### src/rtl/sar_seq_pkg.sv
package sar_seq_pkg;

  typedef enum logic [1:0] {
    CODE_CSB = 2'b00,
    CODE_COB = 2'b01,
    CODE_CTC = 2'b10,
    CODE_ALT = 2'b11
  } code_e;

  typedef enum logic [1:0] {
    PH_IDLE = 2'b00,
    PH_WAIT = 2'b01,
    PH_RUN  = 2'b10
  } phase_e;

endpackage

### src/rtl/sar_cmd_qual.sv
module sar_cmd_qual #(
  parameter int CMD_MAX_CYC = 4000,
  localparam int HW = $clog2(CMD_MAX_CYC + 1)
) (
  input  logic clk,
  input  logic rst,
  input  logic cmd,
  input  logic busy,
  output logic start,
  output logic release_go
);

  logic          req_d;
  logic          waiting;
  logic [HW-1:0] hcnt;

  // accept only a fresh rising edge while idle
  assign start      = cmd & ~req_d & ~busy;
  // free the conversion when the command drops or the hold limit is reached
  assign release_go = waiting & (~cmd | (hcnt == HW'(CMD_MAX_CYC - 1)));

  always_ff @(posedge clk) begin
    if (rst) begin
      req_d   <= 1'b0;
      waiting <= 1'b0;
      hcnt    <= '0;
    end else begin
      req_d <= cmd;
      if (start) begin
        waiting <= 1'b1;
        hcnt    <= '0;
      end else if (release_go) begin
        waiting <= 1'b0;
      end else if (waiting) begin
        hcnt <= hcnt + 1'b1;
      end
    end
  end

endmodule

### src/rtl/sar_tick_gen.sv
module sar_tick_gen #(
  parameter int CLK_DIV = 360,
  localparam int CW = $clog2(CLK_DIV)
) (
  input  logic clk,
  input  logic rst,
  input  logic run,
  input  logic use_ext,
  input  logic ext_tick,
  input  logic hold,
  output logic tick
);

  logic [CW-1:0] cnt;
  logic          div_hit;

  assign div_hit = (cnt == CW'(CLK_DIV - 1));
  assign tick    = run & ~hold & (use_ext ? ext_tick : div_hit);

  // divider restarts from zero at each release and freezes while held
  always_ff @(posedge clk) begin
    if (rst || !run) begin
      cnt <= '0;
    end else if (!hold) begin
      cnt <= div_hit ? '0 : cnt + 1'b1;
    end
  end

endmodule

### src/rtl/sar_bit_engine.sv
module sar_bit_engine
  import sar_seq_pkg::*;
#(
  parameter int NB         = 12,
  parameter int SHORT_BITS = 10,
  localparam int IDXW      = $clog2(NB),
  localparam int DROP      = NB - SHORT_BITS
) (
  input  logic          clk,
  input  logic          rst,
  input  logic          start,
  input  logic          release_go,
  input  logic          tick,
  input  logic          cmp_high,
  input  logic          short_sel,
  input  logic [1:0]    code_sel,
  output logic          busy,
  output logic          running,
  output logic [NB-1:0] trial,
  output logic [NB-1:0] result,
  output logic          ser_bit,
  output logic          clk_pulse
);

  localparam logic [NB-1:0] TOP_BIT    = NB'(1) << (NB - 1);
  localparam logic [NB-1:0] KEEP_SHORT = {NB{1'b1}} << DROP;

  phase_e          phase;
  logic [IDXW-1:0] idx;
  logic [IDXW-1:0] pos;
  logic            dec;
  logic            last;
  logic            ctc;
  logic [NB-1:0]   trial_nx;
  logic [NB-1:0]   coded;
  logic            ser_nx;

  assign running = (phase == PH_RUN);
  assign pos     = IDXW'(NB - 1) - idx;
  assign dec     = ~cmp_high;
  assign last    = (idx == IDXW'(NB - 1)) || (short_sel && (idx == IDXW'(SHORT_BITS - 1)));
  assign ctc     = (code_e'(code_sel) == CODE_CTC);

  always_comb begin
    trial_nx = trial;
    for (int b = 0; b < NB; b++) begin
      if (b == int'(pos)) trial_nx[b] = dec;
      if (!last && (b + 1 == int'(pos))) trial_nx[b] = 1'b1;
    end
  end

  assign coded  = ctc ? {trial_nx[NB-1], ~trial_nx[NB-2:0]} : ~trial_nx;
  assign ser_nx = (ctc && idx == '0) ? dec : ~dec;

  always_ff @(posedge clk) begin
    if (rst) begin
      phase     <= PH_IDLE;
      busy      <= 1'b0;
      idx       <= '0;
      trial     <= '0;
      result    <= '0;
      ser_bit   <= 1'b0;
      clk_pulse <= 1'b0;
    end else begin
      clk_pulse <= tick;
      case (phase)
        PH_IDLE: begin
          if (start) begin
            phase   <= PH_WAIT;
            busy    <= 1'b1;
            idx     <= '0;
            trial   <= TOP_BIT;
            result  <= '0;
            ser_bit <= 1'b0;
          end
        end
        PH_WAIT: begin
          if (release_go) phase <= PH_RUN;
        end
        PH_RUN: begin
          if (tick) begin
            trial   <= trial_nx;
            ser_bit <= ser_nx;
            idx     <= idx + 1'b1;
            if (last) begin
              phase  <= PH_IDLE;
              busy   <= 1'b0;
              result <= coded & (short_sel ? KEEP_SHORT : {NB{1'b1}});
            end
          end
        end
        default: phase <= PH_IDLE;
      endcase
    end
  end

endmodule

### src/rtl/sar_seq_ctrl.sv
module sar_seq_ctrl #(
  parameter int NB          = 12,
  parameter int SHORT_BITS  = 10,
  parameter int CLK_DIV     = 360,
  parameter int CMD_MAX_CYC = 4000
) (
  input  logic          clk,
  input  logic          rst,
  input  logic          conv_req,
  input  logic          cmp_high,
  input  logic          short_sel,
  input  logic          clk_hold,
  input  logic          use_ext_tick,
  input  logic          ext_tick,
  input  logic [1:0]    code_sel,
  output logic [NB-1:0] trial_word,
  output logic          busy,
  output logic          conv_clk_out,
  output logic [NB-1:0] result,
  output logic          ser_out
);

  logic start;
  logic release_go;
  logic running;
  logic tick;

  sar_cmd_qual #(.CMD_MAX_CYC(CMD_MAX_CYC)) u_qual (
    .clk        (clk),
    .rst        (rst),
    .cmd        (conv_req),
    .busy       (busy),
    .start      (start),
    .release_go (release_go)
  );

  sar_tick_gen #(.CLK_DIV(CLK_DIV)) u_tick (
    .clk      (clk),
    .rst      (rst),
    .run      (running),
    .use_ext  (use_ext_tick),
    .ext_tick (ext_tick),
    .hold     (clk_hold),
    .tick     (tick)
  );

  sar_bit_engine #(.NB(NB), .SHORT_BITS(SHORT_BITS)) u_eng (
    .clk        (clk),
    .rst        (rst),
    .start      (start),
    .release_go (release_go),
    .tick       (tick),
    .cmp_high   (cmp_high),
    .short_sel  (short_sel),
    .code_sel   (code_sel),
    .busy       (busy),
    .running    (running),
    .trial      (trial_word),
    .result     (result),
    .ser_bit    (ser_out),
    .clk_pulse  (conv_clk_out)
  );

endmodule

### config.mk
export PLATFORM = sky130hd
export DESIGN_NAME = sar_seq_ctrl
export DESIGN_NICKNAME = d
export VERILOG_FILES = /design/src/rtl/sar_seq_pkg.sv /design/src/rtl/sar_cmd_qual.sv /design/src/rtl/sar_tick_gen.sv /design/src/rtl/sar_bit_engine.sv /design/src/rtl/sar_seq_ctrl.sv
export SDC_FILE = /design/constraint.sdc
export NUM_CORES = 1
export LEC_CHECK = 0
export CELL_PAD_IN_SITES_DETAIL_PLACEMENT = 1
export CELL_PAD_IN_SITES_GLOBAL_PLACEMENT = 2
export CORE_MARGIN = 5
export CORE_UTILIZATION = 40
export CTS_BUF_LIST = sky130_fd_sc_hd__clkbuf_2 sky130_fd_sc_hd__clkbuf_4 sky130_fd_sc_hd__clkbuf_8
export DETAILED_ROUTE_END_ITERATION = 10
export DONT_BUFFER_PORTS = 1
export PLACE_DENSITY_LB_ADDON = 0.1
export REMOVE_ABC_BUFFERS = 1
export SLEW_MARGIN = 5
export SYNTH_ARGS = -nofsm -noshare
export SYNTH_HDL_FRONTEND = slang
export SYNTH_SLANG_ARGS = --single-unit
### constraint.sdc
create_clock -name clk -period 1.94 [get_ports clk]
set_input_delay 0.388 -clock clk [delete_from_list [all_inputs] [get_ports clk]]
set_output_delay 0.388 -clock clk [all_outputs]
set_load 0.02 [all_outputs]
======== Word level (Yosys, flattened, before mapping) ========
Index checks and enable logic that the tools add are counted.
word-level totals
  bits in registers ....................... 56
  input port bits ......................... 10
  output and inout port bits .............. 27
  word-level logic and storage cells ...... 134
operators by class
  $add $sub $neg .......................... 4
  equality and inequality tests ........... 23
  multiplexer cells ....................... 53
  bitwise gates (word level) .............. 15
  reduce and logical (&&, ||, !) cells .... 28
operator list
  operator                 count
  $mux W12                 6
  $pmux W12 S2             2
  $mux W1                  33
  $eq A4 B4 Y1 const A     8
  $logic_and A1 B1 Y1      14
  $add A12 B1 Y12 const B  1
  $and A12 B12 Y12         1
  $eq A12 B12 Y1 const B   1
  $eq A3 B4 Y1 const A     3
  $not A12 Y12             1
  $not A11 Y11             1
  $mux W2                  5
  $add A9 B1 Y9 const B    1
  $eq A9 B9 Y1 const B     1
  $mux W9                  1
  $eq A4 B4 Y1 const B     2
  $logic_not A4 Y1         2
  $mux W4                  2
  $pmux W4 S2              1
  $reduce_and A4 Y1        2
  $not A1 Y1               6
  $pmux W2 S3              1
  $and A1 B1 Y1            5
  $add A4 B1 Y4 const B    1
  15 further kinds         22

======== Depth between registers and ports, before layout ========
Gate-level depths: netlist (run 1).
  depth after elaboration ................. 12
  gate-level depth with buffers ........... 9
  depth with buffers taken out ............ 7

======== Hierarchy ========
From an unflattened synthesis (run 1), not the netlist that was laid out.
second synthesis, totals
  cells, all modules ...................... 347
  area, all modules ....................... 3079.2 sq um
by module, submodules not included
  module          times used  cells each  area an instance (sq um)  sequential area each (sq um)
  sar_bit_engine  1           214         1818.0                    660.6
  sar_cmd_qual    1           85          775.7                     280.3
  sar_tick_gen    1           48          485.5                     180.2

======== Worst setup path before layout (run 1) ========
OpenSTA, ideal clock, no wires.
  kind .................................... register to register
  from .................................... register u_tick.cnt[0]
  to ...................................... register u_eng.trial[7]
  library setup time ...................... 0.059 ns
  data arrival time ....................... 1.696 ns
  data required time ...................... 1.881 ns
  slack ................................... 0.185 ns
  cell stages (with the launch flop) ...... 8
  buffers on the path ..................... 1
  clock period less this slack ............ 1.755 ns
  path through ............................ dfxtp_1 > ha_1 > and4_1 > and4b_4 > or3_4 > nor2_4 > buf_6 > a22o_1
on the way
  cells in the longest elaborated chain, start to end .. 5
RTL lines
  item                         line                  text
  start: declaration           sar_tick_gen.sv:14    logic [CW-1:0] cnt;
  start signal: assignment     sar_tick_gen.sv:25    cnt <= div_hit ? '0 : cnt + 1'b1;
  $eq A9 B9 Y1                 sar_tick_gen.sv:17    assign div_hit = (cnt == CW'(CLK_DIV - 1));
  $mux W1                      sar_tick_gen.sv:18    assign tick = run & ~hold & (use_ext ? ext_tick : div_hit);
  $and A1 B1 Y1                sar_tick_gen.sv:18
  $ne A2 B1 Y1 (no line)       n/a
  $reduce_and A3 Y1 (no line)  n/a
  end signal: assignment       sar_bit_engine.sv:82  trial <= trial_nx;
  end: declaration             sar_bit_engine.sv:19  output logic [NB-1:0] trial,
No other way between the ends.
A chain may end at the register's enable or synchronous reset.

======== Final worst setup path (run 1) ========
  from .................................... register u_tick.cnt[1]
  to ...................................... register u_eng.trial[9]
The elaborated chain is that of the path after synthesis.

==> flow_metrics.tcl, run 1 <==
set metrics [dict create \
    syn_avg_cell_area_um2 9.01 \
    drtPass1Iterations 4 \
    worst_slew_pin_slew_ps 816 \
    stdcell_count 377 \
    layout_min_cycle_time_ps 1850 \
    path_max_fanout 6 \
    via_count 2140 \
    area_growth_pct 10.8 \
    nets 315 \
    avgViaCountPerCell 5.68 \
    cts_made_buffers 5 \
    post_drt_wl_per_cell_um 16.8 \
    hold_viol 0 \
    register_area_um2 1120 \
    clk_latency_ps 300 \
    period_share 0.952 \
    rows 29 \
    port-buffer-count 0 \
    coreArea_um2 6350 \
    critPathCaptureType "flip-flop" \
    holdBufCountCts 0 \
    multi_input_area_um2 1420 \
    setup_slack_ps 93.9 \
    maxCapViolations 0 \
    yosysTopAreaCell "dfxtp_1" \
    place_ws_ps 1.97 \
    skew_ps 6.92 \
    vdd_drop_max_mv 0.317 \
    fmax_mhz 542 \
    dr.first_iter.drc_count 61 \
    syn_inst 291 \
    wl_um 6350 \
    clockBufferDepth 2 \
    placed_cells 367 \
    grt.total_usage 0.156 \
    fillers 768 \
    grt_max_degree 17 \
    yosysUniqueCellTypes 59 \
    leakage_nw 1.07 \
    die_area_um2 8280 \
    synth-main-ff-cell "dfxtp_1" \
    grt_pass1_wl_um 10900 \
    crit_path_start_kind "flip-flop" \
    place.gp.congestion 0.733 \
    layout-drive-gt1-share 0.133 \
    holdPathStages 1 \
    powerDensity_nw_per_um2 679 \
    synthArstFlopShare 0 \
    worstSetupPathType "reg -> reg" \
    drv_slew 0 \
    grt_pass1_vias 2221 \
    ant_nets 0 \
    antenna_cells 0 \
    synth-edff-count 0 \
    power_mw 1.97 \
    cts_root_buf "clkbuf_8" \
    ys_seq_area_frac 0.427 \
    synth-seq-cells 56 \
    antenna_found_initial 0 \
    grt-ovfl-total 0 \
    ios 37 \
    cts_tree "yes" \
    hold_class "in -> reg" \
    clkTransAtPathRegs_ps 100 \
    cts-htree-levels 2 \
    die_y_um 91.0 \
    synth_area_um2 2620 \
    cp.arrival_ps 2100 \
    worstPathRequired_ps 2190 \
    cts_sinks 56 \
    final_util 0.458 \
    start_util 0.413 \
    yosysTopAreaCellShare 0.427 \
    dpl.hpwl_um 4660 \
    slew_headroom 0.454 \
    setup_viol 0 \
    reg2reg_depth 7 \
    synth.area.top_cells "dfxtp_1 (43%), nor2_1 (5.9%), a22o_1 (4.0%), nand3_1 (3.6%), xnor2_1 (3.3%)" \
    status "completed" \
    drcViolationCount 0 \
    yosys_warnings 0 \
    rsz0062_at_grt "no" \
    die_w_um 91.0 \
]
==> Yosys cell counts, drive strengths merged (2+ instances only) <==
cell / n
clkbuf: 6
and3: 2
a41oi: 4
nand3: 19
ha: 6
a21oi: 16
nor2b: 4
a21o: 3
nand2b: 4
a22o: 12
or2: 5
xor2: 10
o41ai: 3
or3: 3
nor2: 43
nand4: 6
buf: 8
a211oi: 2
dfxtp: 56
nand2: 16
inv: 7
o31ai: 10
nor3: 5
xnor2: 10
mux2i: 2
a31oi: 2
o21ai: 3
and4: 3
==> worst max-delay path: stages, from the launching register on <==
cell	delay (ps)
dfxtp_2	340
ha_2	170
and4_4	150
and4b_4	220
or3_4	430
nor2_4	190
clkbuf_16	170
a22o_1	120
==> flip-flops by register name (all words and copies together), names as in the netlist, 2 cells and up <==
| register | cells |
|---|---|
| u_tick.cnt | 9 |
| u_eng.idx | 4 |
| u_eng.trial | 12 |
| u_eng.phase | 2 |
| u_qual.hcnt | 12 |
| u_eng.result | 12 |
==> logic make-up after synthesis <==
kind of cell | share of synthesized area
xor gates and xnor gates | 0.0668
DFF | 0.427
AOI/OAI and AO/OA | 0.191
and+or+nand+nor | 0.242
adders and majority gates | 0.0286
buffers and inverters | 0.0363
muxes | 0.00763
==> worst paths after layout <==
path | start | end | slack [ps]
worst min register to register | u_eng.idx[0] | u_eng.idx[0] | 510
worst max-delay path | u_tick.cnt[1] | u_eng.trial[9] | 90
worst min-delay path | rst | u_eng.idx[0] | 140
worst max register to register | u_tick.cnt[1] | u_eng.trial[9] | 90
==> repair_timing <==
item	in CTS	in global routing
setup buffers	0	1
pin swaps	0	4
resized for setup	1	5
cloned	0	1
setup endpoints to repair	1	4
==> metrics by stage <==
stage	hold WS [ps]	cell area [um2]	TNS [ps]
after floorplan	457	2550	-23.8
after detailed placement	467	2760	0
final	142	2910	0
after global placement	464	2760	0
after global routing	121	2910	0
after CTS	132	2860	0
==> where the power goes <==
part           switching (mW)  internal (mW)
clock network           0.370          0.321
logic                  0.0599         0.0505
registers              0.0131           1.16
==> layer usage <==
metal,up-vias,global-route usage,wire (um)
li1,1063,-,-
met1,1041,0.190,2830
met2,32,0.276,3220
met3,4,0.0388,262
met4,0,0.0355,44
met5,-,0,0
==> cells in the final DEF, fill, tap and decap left out, drive strengths merged, types with 3 or more instances in the layout <==
master,netlist,routed
a41oi,4,4
o31ai,10,10
a21oi,16,16
nor3,5,5
a22o,12,12
ha,6,6
and4,3,3
a21o,3,3
xor2,10,10
nand3,19,19
nand4,6,6
or2,5,5
buf,8,14
inv,7,7
nand2,16,16
dfxtp,56,56
o41ai,3,3
nand2b,4,4
nor2b,4,4
o21ai,3,3
clkbuf,6,9
xnor2,10,10
nor2,43,43
or3,3,3
==> layout make-up <==
cell class | instances | share of cell area
repair buffers | 15 | 0.0491
flip-flops and latches | 56 | 0.387
clock buffers | 8 | 0.0336
well taps | 77 | 0.0332
multi-input cells | 214 | 0.488
inverters | 7 | 0.00904
(Power assumes the default switching activity.)
==> run 2, diff against run 1 <==
--- a/config.mk
+++ b/config.mk
@@ -12,7 +12,7 @@
 export CTS_BUF_LIST = sky130_fd_sc_hd__clkbuf_2 sky130_fd_sc_hd__clkbuf_4 sky130_fd_sc_hd__clkbuf_8
 export DETAILED_ROUTE_END_ITERATION = 10
 export DONT_BUFFER_PORTS = 1
-export PLACE_DENSITY_LB_ADDON = 0.1
+export PLACE_DENSITY = 0.77
 export REMOVE_ABC_BUFFERS = 1
 export SLEW_MARGIN = 5
 export SYNTH_ARGS = -nofsm -noshare
==> run 2 against run 1 <==
Highest routed layer unchanged. Worst hold slack worse by 5.9 ps. Global-route usage up 0.24 points. Combinational power is 8% lower. Sequential power about the same. Critical path type unchanged. Non-clock buffer count is 2 lower. Die area unchanged. Setup slack lost 0.76 ps. First-iteration DRC count decreased by 20%. Final cell count decreased by 0.53%. Maximum frequency about the same. Design area fell by 0.26%. Clock power increased by 15%.
==> flow_metrics.tcl, run 2 (same netlist as run 1, synthesis figures left out) <==
set metrics [dict create \
    stdcell_count 375 \
    cts-htree-levels 2 \
    hold-worst-slack_ps 136 \
    wl_um 6360 \
    worst_slew_pin_slew_ps 850 \
    rsz0062_at_grt "no" \
    cts_made_buffers 5 \
    layout-drive-gt1-share 0.121 \
    die_w_um 91.0 \
    port-buffer-count 0 \
    clkTransAtPathRegs_ps 100 \
    critPathCaptureType "flip-flop" \
    die_area_um2 8280 \
    period_share 0.952 \
    drcViolationCount 0 \
    clockBufferDepth 2 \
    multi_input_area_um2 1410 \
    area_growth_pct 10.5 \
    ios 37 \
    post_drt_wl_per_cell_um 17.0 \
    die_y_um 91.0 \
    register_area_um2 1120 \
    cts_tree "yes" \
    cts_sinks 56 \
    setup_viol 0 \
    swShare 0.230 \
    dpl.hpwl_um 4580 \
    grt_pass1_vias 2164 \
    power_mw 2.07 \
    place.gp.congestion 0.730 \
    grt-ovfl-total 0 \
    cp.arrival_ps 2050 \
    via_count 2126 \
    cts_root_buf "clkbuf_8" \
    p_switching_uw 476 \
    seqPwrFrac 0.567 \
    grt_max_degree 25 \
    dr.first_iter.drc_count 49 \
    worstSetupPathType "reg -> reg" \
    largestRegisters "u_eng.result: 12 flops, u_eng.trial: 12 flops, u_qual.hcnt: 12 flops" \
    placed_cells 366 \
    internal-power_mw 1.59 \
    fillers 750 \
    vdd_drop_max_mv 0.347 \
    leakage_nw 1.07 \
    powerDensity_nw_per_um2 714 \
    timing.rr.start "u_tick.cnt[1]" \
    path_max_fanout 5 \
    comb_power_share 0.049 \
    antenna_found_initial 0 \
    crit_start "u_tick.cnt[1]" \
    drtPass1Iterations 4 \
    crit_path_start_kind "flip-flop" \
    skew_ps 6.94 \
    antenna_cells 0 \
    hp-start "rst" \
    avgViaCountPerCell 5.67 \
    slew_headroom 0.431 \
    holdBufCountCts 0 \
    coreArea_um2 6350 \
    nets 313 \
    hold_viol 0 \
    hold_class "in -> reg" \
    worstPathRequired_ps 2150 \
    clk_latency_ps 310 \
    mostFrequentLayoutCells "dfxtp_1 (54), nor2_1 (41), nand3_1 (19)" \
    finalSetupTns_ps 0 \
    drv_slew 0 \
    grt_pass1_wl_um 11000 \
    clockPowerShare 0.384 \
    start_util 0.413 \
    fmax_mhz 541 \
    layout_min_cycle_time_ps 1850 \
    grt.total_usage 0.159 \
    ant_nets 0 \
    maxCapViolations 0 \
    final_common_cell "dfxtp_1" \
    status "completed" \
    rows 29 \
]
==> run 2: path summary, 6_finish.rpt <==
| check | to | slack [ps] | depth (start not counted) |
|---|---|---|---|
| hold / removal | u_eng.idx[0] | 140 | 1 |
| setup / recovery | u_eng.idx[2] | 90 | 6 |
| hold reg to reg | u_eng.idx[0] | 520 | 1 |
| setup reg to reg | u_eng.idx[2] | 90 | 6 |
==> run 2: timing repair <==
item                       CTS  global route
hold endpoints to repair     0             0
setup buffers                1             0
setup endpoints to repair    3             5
pin swaps                    1             1
resized for setup            1             3
cloned                       0             0
==> run 2: worst max-delay path, cell delays in order, from the launching register on <==
cell and delay [ps]:
dfxtp_1 340, ha_1 190, and4_1 220, and4b_4 230, or3_4 410, a211o_1 280
o41ai_1 70
==> run 2: routing by layer <==
layer  global-route usage  routed length (um)
met1                0.192                2780
met2                0.280                3230
met3               0.0421                 289
met4               0.0367                  58
met5                    0                   0
==> run 2: power groups by stage <==
| stage | registers [mW] | clock network (mW) | logic (mW) |
|---|---|---|---|
| finish | 1.17 | 0.794 | 0.101 |
| detailed placement | 1.20 | 0 | 0.101 |
| global placement | 1.20 | 0 | 0.0999 |
| global route | 1.18 | 0.877 | 0.115 |
| floorplan | 1.20 | 0 | 0.0635 |
| CTS | 1.17 | 0.822 | 0.104 |
==> run 2: final cells by class <==
type,count,area share
clock buffer,5,0.0237
sequential,56,0.388
tap,77,0.0332
timing repair buffer,13,0.0423
clock inverter,3,0.0160
inverter,7,0.00907
multi-input combinational,214,0.488
==> run 2: through the flow <==
stage / utilization / instance area (um2) / worst slack (ps)
6_report: 0.456 / 2900 / 93.1
5_1_grt: 0.456 / 2900 / 9.68
4_1_cts: 0.456 / 2890 / 11.1
3_5_place_dp: 0.435 / 2770 / -21.9
3_3_place_gp: 0.435 / 2770 / 26.0
2_1_floorplan: - / 2550 / -23.8
